### src/rtl/dbg_bp_pkg.sv
package dbg_bp_pkg;
  localparam int ADDR_W = 32;
  localparam int MASK_W = 6;
  localparam int ST_BIT = 31;
  localparam int LD_BIT = 30;

  typedef enum logic [1:0] {
    SEL_IBP_EN   = 2'd0,
    SEL_IBP_ADDR = 2'd1,
    SEL_DBP_ADDR = 2'd2,
    SEL_DBP_CTRL = 2'd3
  } reg_sel_e;

  typedef struct packed {
    logic              st_en;
    logic              ld_en;
    logic [MASK_W-1:0] mask;
  } dbp_ctrl_t;
endpackage

### src/rtl/dbg_bp_regs.sv
module dbg_bp_regs
  import dbg_bp_pkg::*;
#(
  parameter int NUM_IBP = 2,
  parameter int NUM_DBP = 2
) (
  input  logic                             clk,
  input  logic                             rst_n,
  input  logic                             cfg_we,
  input  logic [3:0]                       cfg_addr,
  input  logic [31:0]                      cfg_wdata,
  output logic [NUM_IBP-1:0]               ibp_en,
  output logic [NUM_IBP-1:0][ADDR_W-1:0]   ibp_addr,
  output logic [NUM_DBP-1:0][ADDR_W-1:0]   dbp_addr,
  output dbp_ctrl_t [NUM_DBP-1:0]          dbp_ctrl
);
  reg_sel_e   sel;
  logic [1:0] idx;
  assign sel = reg_sel_e'(cfg_addr[3:2]);
  assign idx = cfg_addr[1:0];

  always_ff @(posedge clk or negedge rst_n) begin
    if (!rst_n) ibp_en <= '0;
    else if (cfg_we && sel == SEL_IBP_EN) ibp_en <= cfg_wdata[NUM_IBP-1:0];
  end

  for (genvar i = 0; i < NUM_IBP; i++) begin : g_ibp
    always_ff @(posedge clk or negedge rst_n) begin
      if (!rst_n) ibp_addr[i] <= '0;
      else if (cfg_we && sel == SEL_IBP_ADDR && idx == 2'(i))
        ibp_addr[i] <= cfg_wdata;
    end
  end

  for (genvar i = 0; i < NUM_DBP; i++) begin : g_dbp
    always_ff @(posedge clk or negedge rst_n) begin
      if (!rst_n) begin
        dbp_addr[i] <= '0;
        dbp_ctrl[i] <= '0;
      end else if (cfg_we && idx == 2'(i)) begin
        if (sel == SEL_DBP_ADDR) dbp_addr[i] <= cfg_wdata;
        if (sel == SEL_DBP_CTRL)
          dbp_ctrl[i] <= '{st_en: cfg_wdata[ST_BIT], ld_en: cfg_wdata[LD_BIT],
                           mask: cfg_wdata[MASK_W-1:0]};
      end
    end
  end

  // enable register holds exactly the low bits written one cycle earlier
  a_r3_enable_low_bits: assert property (@(posedge clk) disable iff (!rst_n)
    (cfg_we && cfg_addr == 4'h0) |=> (ibp_en == $past(cfg_wdata[NUM_IBP-1:0])));
endmodule

### src/rtl/dbg_bp_prio.sv
module dbg_bp_prio #(
  parameter int N  = 2,
  parameter int IW = 1
) (
  input  logic          clk,
  input  logic          rst_n,
  input  logic [N-1:0]  req,
  output logic          hit,
  output logic [IW-1:0] idx
);
  always_comb begin
    hit = |req;
    idx = '0;
    for (int i = N - 1; i >= 0; i--) begin
      if (req[i]) idx = IW'(i);
    end
  end

  // the reported index is a requester, and no lower one is requesting
  a_r4_idx_requesting: assert property (@(posedge clk) disable iff (!rst_n)
    hit |-> req[idx]);
  a_r9_lowest_wins: assert property (@(posedge clk) disable iff (!rst_n)
    hit |-> ((req & ((N'(1) << idx) - N'(1))) == '0));
endmodule

### src/rtl/dbg_dbp_match.sv
module dbg_dbp_match
  import dbg_bp_pkg::*;
(
  input  logic              clk,
  input  logic              rst_n,
  input  dbp_ctrl_t         ctrl,
  input  logic [ADDR_W-1:0] bp_addr,
  input  logic              mem_valid,
  input  logic              mem_write,
  input  logic [ADDR_W-1:0] mem_addr,
  output logic              hit
);
  logic [MASK_W-1:0] fixed;
  logic [ADDR_W-1:0] eff_mask;
  logic              kind_ok;

  // a bit is compared only if it and every field bit above it are set
  assign fixed[MASK_W-1] = ctrl.mask[MASK_W-1];
  for (genvar j = MASK_W - 2; j >= 0; j--) begin : g_cut
    assign fixed[j] = fixed[j+1] & ctrl.mask[j];
  end

  assign eff_mask = {{(ADDR_W-MASK_W){1'b1}}, fixed};
  assign kind_ok  = (ctrl.st_en & mem_write) | (ctrl.ld_en & ~mem_write);
  assign hit      = mem_valid & kind_ok & (((mem_addr ^ bp_addr) & eff_mask) == '0);

  // no kind bit, no hit
  a_r5_inactive: assert property (@(posedge clk) disable iff (!rst_n)
    (!ctrl.st_en && !ctrl.ld_en) |-> !hit);
  // the repaired low mask is a high-order run of ones
  a_r8_mask_contiguous: assert property (@(posedge clk) disable iff (!rst_n)
    $onehot0({1'b0, ~fixed} + (MASK_W+1)'(1)));
  // an access of the other kind never hits
  a_r6_kind: assert property (@(posedge clk) disable iff (!rst_n)
    (hit && mem_write) |-> ctrl.st_en);
endmodule

### src/rtl/dbg_bp_unit.sv
module dbg_bp_unit
  import dbg_bp_pkg::*;
#(
  parameter int NUM_IBP = 2,
  parameter int NUM_DBP = 2,
  localparam int IBP_IW = (NUM_IBP > 1) ? $clog2(NUM_IBP) : 1,
  localparam int DBP_IW = (NUM_DBP > 1) ? $clog2(NUM_DBP) : 1
) (
  input  logic              clk,
  input  logic              rst_n,
  input  logic              cfg_we,
  input  logic [3:0]        cfg_addr,
  input  logic [31:0]       cfg_wdata,
  input  logic              fetch_valid,
  input  logic [31:0]       fetch_addr,
  input  logic              mem_valid,
  input  logic              mem_write,
  input  logic [31:0]       mem_addr,
  output logic              dbg_req,
  output logic              ibp_hit,
  output logic [IBP_IW-1:0] ibp_idx,
  output logic              dbp_hit,
  output logic [DBP_IW-1:0] dbp_idx
);
  logic [NUM_IBP-1:0]             ibp_en;
  logic [NUM_IBP-1:0][ADDR_W-1:0] ibp_addr;
  logic [NUM_DBP-1:0][ADDR_W-1:0] dbp_addr;
  dbp_ctrl_t [NUM_DBP-1:0]        dbp_ctrl;
  logic [NUM_IBP-1:0]             ibp_req;
  logic [NUM_DBP-1:0]             dbp_req;

  dbg_bp_regs #(.NUM_IBP(NUM_IBP), .NUM_DBP(NUM_DBP)) u_regs (
    .clk(clk), .rst_n(rst_n), .cfg_we(cfg_we), .cfg_addr(cfg_addr),
    .cfg_wdata(cfg_wdata), .ibp_en(ibp_en), .ibp_addr(ibp_addr),
    .dbp_addr(dbp_addr), .dbp_ctrl(dbp_ctrl)
  );

  for (genvar i = 0; i < NUM_IBP; i++) begin : g_imatch
    assign ibp_req[i] = fetch_valid & ibp_en[i] & (fetch_addr == ibp_addr[i]);
  end

  for (genvar i = 0; i < NUM_DBP; i++) begin : g_dmatch
    dbg_dbp_match u_match (
      .clk(clk), .rst_n(rst_n), .ctrl(dbp_ctrl[i]), .bp_addr(dbp_addr[i]),
      .mem_valid(mem_valid), .mem_write(mem_write), .mem_addr(mem_addr),
      .hit(dbp_req[i])
    );
  end

  dbg_bp_prio #(.N(NUM_IBP), .IW(IBP_IW)) u_iprio (
    .clk(clk), .rst_n(rst_n), .req(ibp_req), .hit(ibp_hit), .idx(ibp_idx)
  );
  dbg_bp_prio #(.N(NUM_DBP), .IW(DBP_IW)) u_dprio (
    .clk(clk), .rst_n(rst_n), .req(dbp_req), .hit(dbp_hit), .idx(dbp_idx)
  );

  assign dbg_req = ibp_hit | dbp_hit;

  // no fetch, no instruction hit; R11/R6: no data access, no data hit
  a_r2_fetch_qualified: assert property (@(posedge clk) disable iff (!rst_n)
    !fetch_valid |-> !ibp_hit);
  a_r11_data_qualified: assert property (@(posedge clk) disable iff (!rst_n)
    !mem_valid |-> (!dbp_hit && (dbg_req == ibp_hit)));
endmodule

### config.mk
export PLATFORM = sky130hd
export DESIGN_NAME = dbg_bp_unit
export DESIGN_NICKNAME = d
export VERILOG_FILES = /design/src/rtl/dbg_bp_pkg.sv /design/src/rtl/dbg_bp_regs.sv /design/src/rtl/dbg_bp_prio.sv /design/src/rtl/dbg_dbp_match.sv /design/src/rtl/dbg_bp_unit.sv
export SDC_FILE = /design/constraint.sdc
export NUM_CORES = 1
export LEC_CHECK = 0
export BUFFER_PORTS_ARGS = -buffer_cell sky130_fd_sc_hd__buf_2
export CAP_MARGIN = 10
export CORE_MARGIN = 5
export CORE_UTILIZATION = 50
export DETAILED_ROUTE_END_ITERATION = 8
export PLACE_DENSITY = 0.74
export SYNTH_ARGS = -nofsm -noshare
export SYNTH_HDL_FRONTEND = slang
export SYNTH_SLANG_ARGS = --single-unit
### constraint.sdc
create_clock -name clk -period 1.7 [get_ports clk]
set_input_delay 0.34 -clock clk [delete_from_list [all_inputs] [get_ports clk]]
set_output_delay 0.34 -clock clk [all_outputs]
set_load 0.02 [all_outputs]
# ---- Word-level counts from Yosys, hierarchy flattened
# Index checks and enable logic that the tools add are counted.
dict set report word_totals {
  ff_bits 146
  input_bits 106
  out_inout_bits 5
  elab_cells 67
}
dict set report op_classes {
  n_eq_ne 6
  n_mux 4
  bitwise 30
  reduce_logical 16
}
# op n
set op_table {}
lappend op_table {{32-bit bitwise AND} 2}
lappend op_table {{32-bit equality test} 2}
lappend op_table {{32-bit zero test} 2}
lappend op_table {{32-bit XOR} 2}
lappend op_table {{1-bit bitwise AND} 22}
lappend op_table {{2-bit AND reduction} 4}
lappend op_table {{1-bit logical AND} 6}
lappend op_table {{2-bit by 1-bit equality test with 1-bit output (second input constant)} 2}
lappend op_table {{2-bit equality test (second input constant)} 2}
lappend op_table {{2-bit zero test} 2}
lappend op_table {{1-bit 2-to-1 mux} 4}
lappend op_table {{2-bit OR reduction} 2}
lappend op_table {{1-bit bitwise OR} 3}
lappend op_table {{1-bit NOT} 1}

# ---- Logic depth before layout (Yosys ltp)
dict set report depth {
  ltp_word 10
  mapped_depth 5
  depth_no_buf 5
}

# ---- Cells and area by module
# Synthesis repeated with hierarchy kept, for this count alone.
dict set report unflattened {
  cells_unflattened 512
  area_unflattened_um2 7209.4
}
# mod instances cells_each area_per_inst_um2 seq_area_each_um2
set modules_own_cells {}
lappend modules_own_cells {dbg_bp_regs 1 317 5639.2 3653.5}
lappend modules_own_cells {dbg_dbp_match 2 51 411.6 0.0}
lappend modules_own_cells {dbg_bp_unit 1 89 721.9 0.0}
lappend modules_own_cells {dbg_bp_prio 2 2 12.5 0.0}

# ---- Worst setup path after synthesis
# OpenSTA, ideal clock, no wires.
dict set report synth_path {
  kind {reg2out}
  from {register u_regs.dbp_addr[36] (netlist name)}
  to {output dbp_idx}
  t_arrival_ns 1.461
  t_required_ns 1.360
  path_slack_ns -0.101
  stages_incl_launch_ff 6
  path_buffers 0
  path_cell_list {dfrtp_1 -> xor2_1 -> a21o_1 -> a221oi_1 -> o2111ai_1 -> nor2b_1}
}
dict set report synth_via {
  elab_chain_cells 6
}
# element line
set synth_rtl {}
lappend synth_rtl {{from (decl)} dbg_bp_regs.sv:14} ;# output logic [NUM_DBP-1:0][ADDR_W-1:0] dbp_addr,
lappend synth_rtl {{from (signal, indexed assignment)} dbg_bp_regs.sv:41} ;# if (sel == SEL_DBP_ADDR) dbp_addr[i] <= cfg_wdata;
lappend synth_rtl {{32-bit XOR} dbg_dbp_match.sv:25} ;# assign hit = mem_valid & kind_ok & (((mem_addr ^ bp_addr) & eff_mask) == '0);
lappend synth_rtl {{32-bit bitwise AND} dbg_dbp_match.sv:25}
lappend synth_rtl {{32-bit zero test} dbg_dbp_match.sv:25}
lappend synth_rtl {{1-bit bitwise AND} dbg_dbp_match.sv:25}
lappend synth_rtl {{1-bit 2-to-1 mux (2 in series)} dbg_bp_prio.sv:15} ;# if (req[i]) idx = IW'(i);
lappend synth_rtl {{to (decl)} dbg_bp_unit.sv:23} ;# output logic [DBP_IW-1:0] dbp_idx
# Every way passes these cells.

# ---- Final worst setup path
dict set report layout_path {
  from {register u_regs.dbp_addr[51] (netlist name)}
  to {output dbg_req}
}
dict set report layout_via {
  elab_chain_cells 6
}
# element line
set layout_rtl {}
lappend layout_rtl {{32-bit XOR} dbg_dbp_match.sv:25}
lappend layout_rtl {{32-bit bitwise AND} dbg_dbp_match.sv:25}
lappend layout_rtl {{32-bit zero test} dbg_dbp_match.sv:25}
lappend layout_rtl {{1-bit bitwise AND} dbg_dbp_match.sv:25}
lappend layout_rtl {{2-bit OR reduction} dbg_bp_prio.sv:12} ;# hit = |req;
lappend layout_rtl {{1-bit bitwise OR} dbg_bp_unit.sv:57} ;# assign dbg_req = ibp_hit | dbp_hit;
lappend layout_rtl {{to (decl)} dbg_bp_unit.sv:19} ;# output logic dbg_req,
# Every way passes these cells.

==> results.txt <==
----------------------------------------------------
[Synth]
  Dominant combinational cell family by area after synthesis ... multiplexers
  Synth Register Bits ... approximately 150
  Synthesized Nets ... between 600 and 700
  Synthesized-area fraction occupied by adder cells ... 0%
  Cell area after synthesis ... between 0.007 and 0.008 mm^2
  Count of warnings emitted by yosys ... 0
  Compound-cell area share of the yosys netlist ... less than 1%
  Fraction of the yosys area taken by sequential cells ... between 50% and 60%
  Library cells used by synthesis ... 25
  Simple-gate share of the synthesized area ... between 6 and 7%
  Mux cell area share after synthesis ... between 20% and 30%
  Syn Area/Cell ... 14.1 um^2
  Post-Synthesis Cells ... just over 500
  Post-synthesis xor/xnor area fraction ... approximately 16%

[GRT]
  Vias in the first global route ... 5053
  Remaining global-route overflow ... 0
  Number of antenna violations at the first check in global routing ... 0
  First-pass GRT wire length ... roughly 28000 um
  GR Util All Layers ... ~23%
  Maximum number of pins on one net before global-route repair ... 51

[Min path]
  Worst min path class ... primary input to flop

[Floorplan]
  Site Rows ... between 40 and 50
  Initial standard-cell utilization of the core ... between 50% and 60%
  DIE HEIGHT ... 130 um
  Number of I/O pins ... between 100 and 150
  Area of the core region ... 0.0140 mm^2
  Overall die width ... ~130 um
  Area of the die ... 0.0169 mm^2

[Timing]
  Remaining max-slew budget at the tightest pin ... 71.8%
  Post-layout min period ... about 2.4 ns
  Unrepaired setup endpoints after global routing ... yes
  Final hold vios ... 0
  Slack of the critical path ... -0.718 ns
  Pin slew with the least headroom to its limit ... just over 0.4 ns
  Fmax achieved ... between 400 and 500 MHz
  Final critical-path share of the clock period ... 142%
  Max Clock Skew ... 0 ns
  Setup-violating endpoint count in the final report ... 5
  Max Transition Viols Final ... 0

[Layout]
  Most frequent cells in the layout ... dfrtp_1 (146), mux2_2 (120), buf_2 (105)
  ANT cells ... 0
  Synthesis-to-finish area growth ... 25.7%
  Share of post-route cells with drive strength above 1 ... 53.1%
  Most common cell after layout, fill and taps aside ... dfrtp_1
  Net count reported at finish ... between 700 and 800
  Final instance area ... around 0.009 mm^2

[Setup path]
  Sort of element at the end of the critical path ... output port
  Worst endpoint data arrival time ... approximately 2.1 ns
  CP Launch Type ... flop
  Type of the setup path with the least slack ... flop to output port
  Maximum fanout encountered on the critical timing path ... 3
  Data required time of the critical path ... 1.36 ns

[CTS]
  Depth of the CTS H-tree ... 4
  Clock transition at the registers of the reported paths ... ~0.050 ns
  Clock tree from TritonCTS ... yes
  Setup Fix Bufs, Post-CTS ... 0
  Clk Latency, worst-skew pair ... 0.42 ns
  Clock buffer count from CTS ... 17
  Clock tree buffer depth ... 2
  CTS Root Buffer Type ... clkbuf_16
  Number of sinks driven by the clock tree ... between 100 and 150

[Pwr]
  Clock share of power ... between 30% and 40%
  Switching share of total power ... 26.9%
  Total design power ... 11.1 mW
  Sequential fraction of design power ... between 40% and 50%
  Leakage component of the power ... around 4 nW
  Internal ... 8.10 mW
  Net Switching ... 2.99 mW
  Total power per unit cell area ... approximately 1200 mW/mm^2
  VDD IR-drop max ... 0.000710 V
  Power share of the combinational group ... a little under a quarter

[Placement]
  DP HPWL ... 13400 um
  Setup Slack @ Placement ... -0.497 ns
  IO buf count ... 110
  Gp weighted congestion ... between 0.8 and 0.9
  Standard cell area after detailed placement ... 0.00814 mm^2

[Routing]
  Post-DR wirelength/cell ... 21.3 um
  Antenna viol nets, final ... 0
  Sum of routed wire length over all layers ... around 18000 um
  Number of iterations in the first detailed-routing pass ... 4
  Via Count ... between 4k and 5k
  Drt drc ... 0
  First DRT Iteration DRCs ... approximately 290
  Detail-routed via count per cell ... roughly 5.4

[Run status]
  Run status ... finished, violations left
  Violated checks ... negative setup slack

[Job]
  Maximum capacitance violations ... 0

----------------------------------------------------
power groups by stage:
stage / Combinational (mW) / Clock, mW / Sequential [mW]
final: 2.53 / 3.66 / 4.90
after global routing: 2.74 / 3.87 / 5.00
after CTS: 2.53 / 3.71 / 4.89
after detailed placement: 2.39 / 0 / 4.90
after global placement: 2.31 / 0 / 4.83
after floorplan: 1.60 / 0 / 4.76
sequential cells by signal, indices dropped and copies added, names as in the netlist:
name	flops
u_regs.dbp_addr	64
u_regs.ibp_en	2
u_regs.ibp_addr	64
u_regs.dbp_ctrl	16
layer usage:
| metal | GRT usage [%] | vias up | share of wire [%] | wire length, um |
|---|---|---|---|---|
| met5 | 0 | - | 0 | 0 |
| met4 | 9.05 | 0 | 2.6 | 459 |
| met3 | 5.49 | 33 | 5.9 | 1050 |
| met2 | 38.2 | 135 | 51 | 9150 |
| met1 | 29.0 | 2321 | 41 | 7290 |
| li1 | - | 2087 | - | - |
cells by family after synthesis:
| kind of cell | Yosys count |
|---|---|
| XOR/XNOR | 128 |
| multiplexers | 148 |
| buffers and inverters | 15 |
| AO/OA/AOI/OAI | 8 |
| AND/OR/NAND/NOR | 63 |
| flip-flops | 146 |
path summary, 6_finish.rpt:
kind,start,to,slack [ns],cells after the start
min in group asynchronous,rst_n,u_regs.dbp_ctrl[4],0.38,2
setup / recovery,u_regs.dbp_addr[51],dbg_req,-0.72,7
setup reg to reg,u_regs.ibp_addr[9],u_regs.ibp_addr[9],0.78,2
max in group asynchronous,rst_n,u_regs.dbp_addr[17],0.73,3
hold reg to reg,u_regs.dbp_ctrl[0],u_regs.dbp_ctrl[0],0.50,1
hold / removal,cfg_wdata[9],u_regs.ibp_addr[9],0.20,2
stage by stage:
stage | hold slack (ns) | std cells | util [%] | TNS, ns
finish | 0.198 | 843 | 64.5 | -3.39
global route | 0.190 | 843 | 64.5 | -3.81
CTS | 0.183 | 844 | 64.2 | -3.60
detailed placement | 0.260 | 813 | 58.2 | -2.31
global placement | 0.252 | 813 | 58.2 | -1.89
floorplan | 0.0444 | 508 | - | 0
cell usage after synthesis:
master | number | area share, %
clkbuf_2 | 2 | 0.14
o2111ai_1 | 2 | 0.24
dfrtp_1 | 146 | 51
nor2_2 | 1 | 0.087
mux2_1 | 6 | 0.94
and3_1 | 5 | 0.44
nand3b_4 | 3 | 0.84
nand4_1 | 27 | 2.4
xor2_1 | 20 | 2.4
xnor2_1 | 108 | 13
mux2_2 | 120 | 19
nor3_1 | 2 | 0.14
nor3b_4 | 3 | 0.78
nor2b_1 | 2 | 0.17
a221oi_1 | 2 | 0.24
nor4_1 | 8 | 0.70
mux2_4 | 20 | 4.2
nand2_1 | 7 | 0.37
mux2i_1 | 2 | 0.28
a211oi_1 | 2 | 0.21
nor3b_1 | 1 | 0.10
nand3_1 | 4 | 0.28
buf_4 | 1 | 0.10
a21o_1 | 2 | 0.21
buf_6 | 12 | 1.9
critical path: stages (launching register included):
cell and delay [ns]:
dfrtp_1 0.39, xnor2_1 0.22, nand4_1 0.16, nor4_2 0.31
buf_4 0.19, o2111ai_4 0.13, nand4_1 0.12, buf_4 0.15
final cells by class:
type	count	area (um^2)
repair buffers	140	906
fillers	1045	4960
flip-flops and latches	146	3650
clock buffers	26	539
well taps	180	225
clock inverters	4	45.0
multi-input cells	347	3660
repair_timing:
| action | CTS | global route |
|---|---|---|
| setup endpoints to repair | 5 | 5 |
| hold buffers | 1 | 0 |
| pin swaps | 12 | 9 |
| hold endpoints to repair | 31 | 0 |
| gates resized for setup | 37 | 8 |
(Power assumes the default switching activity.)
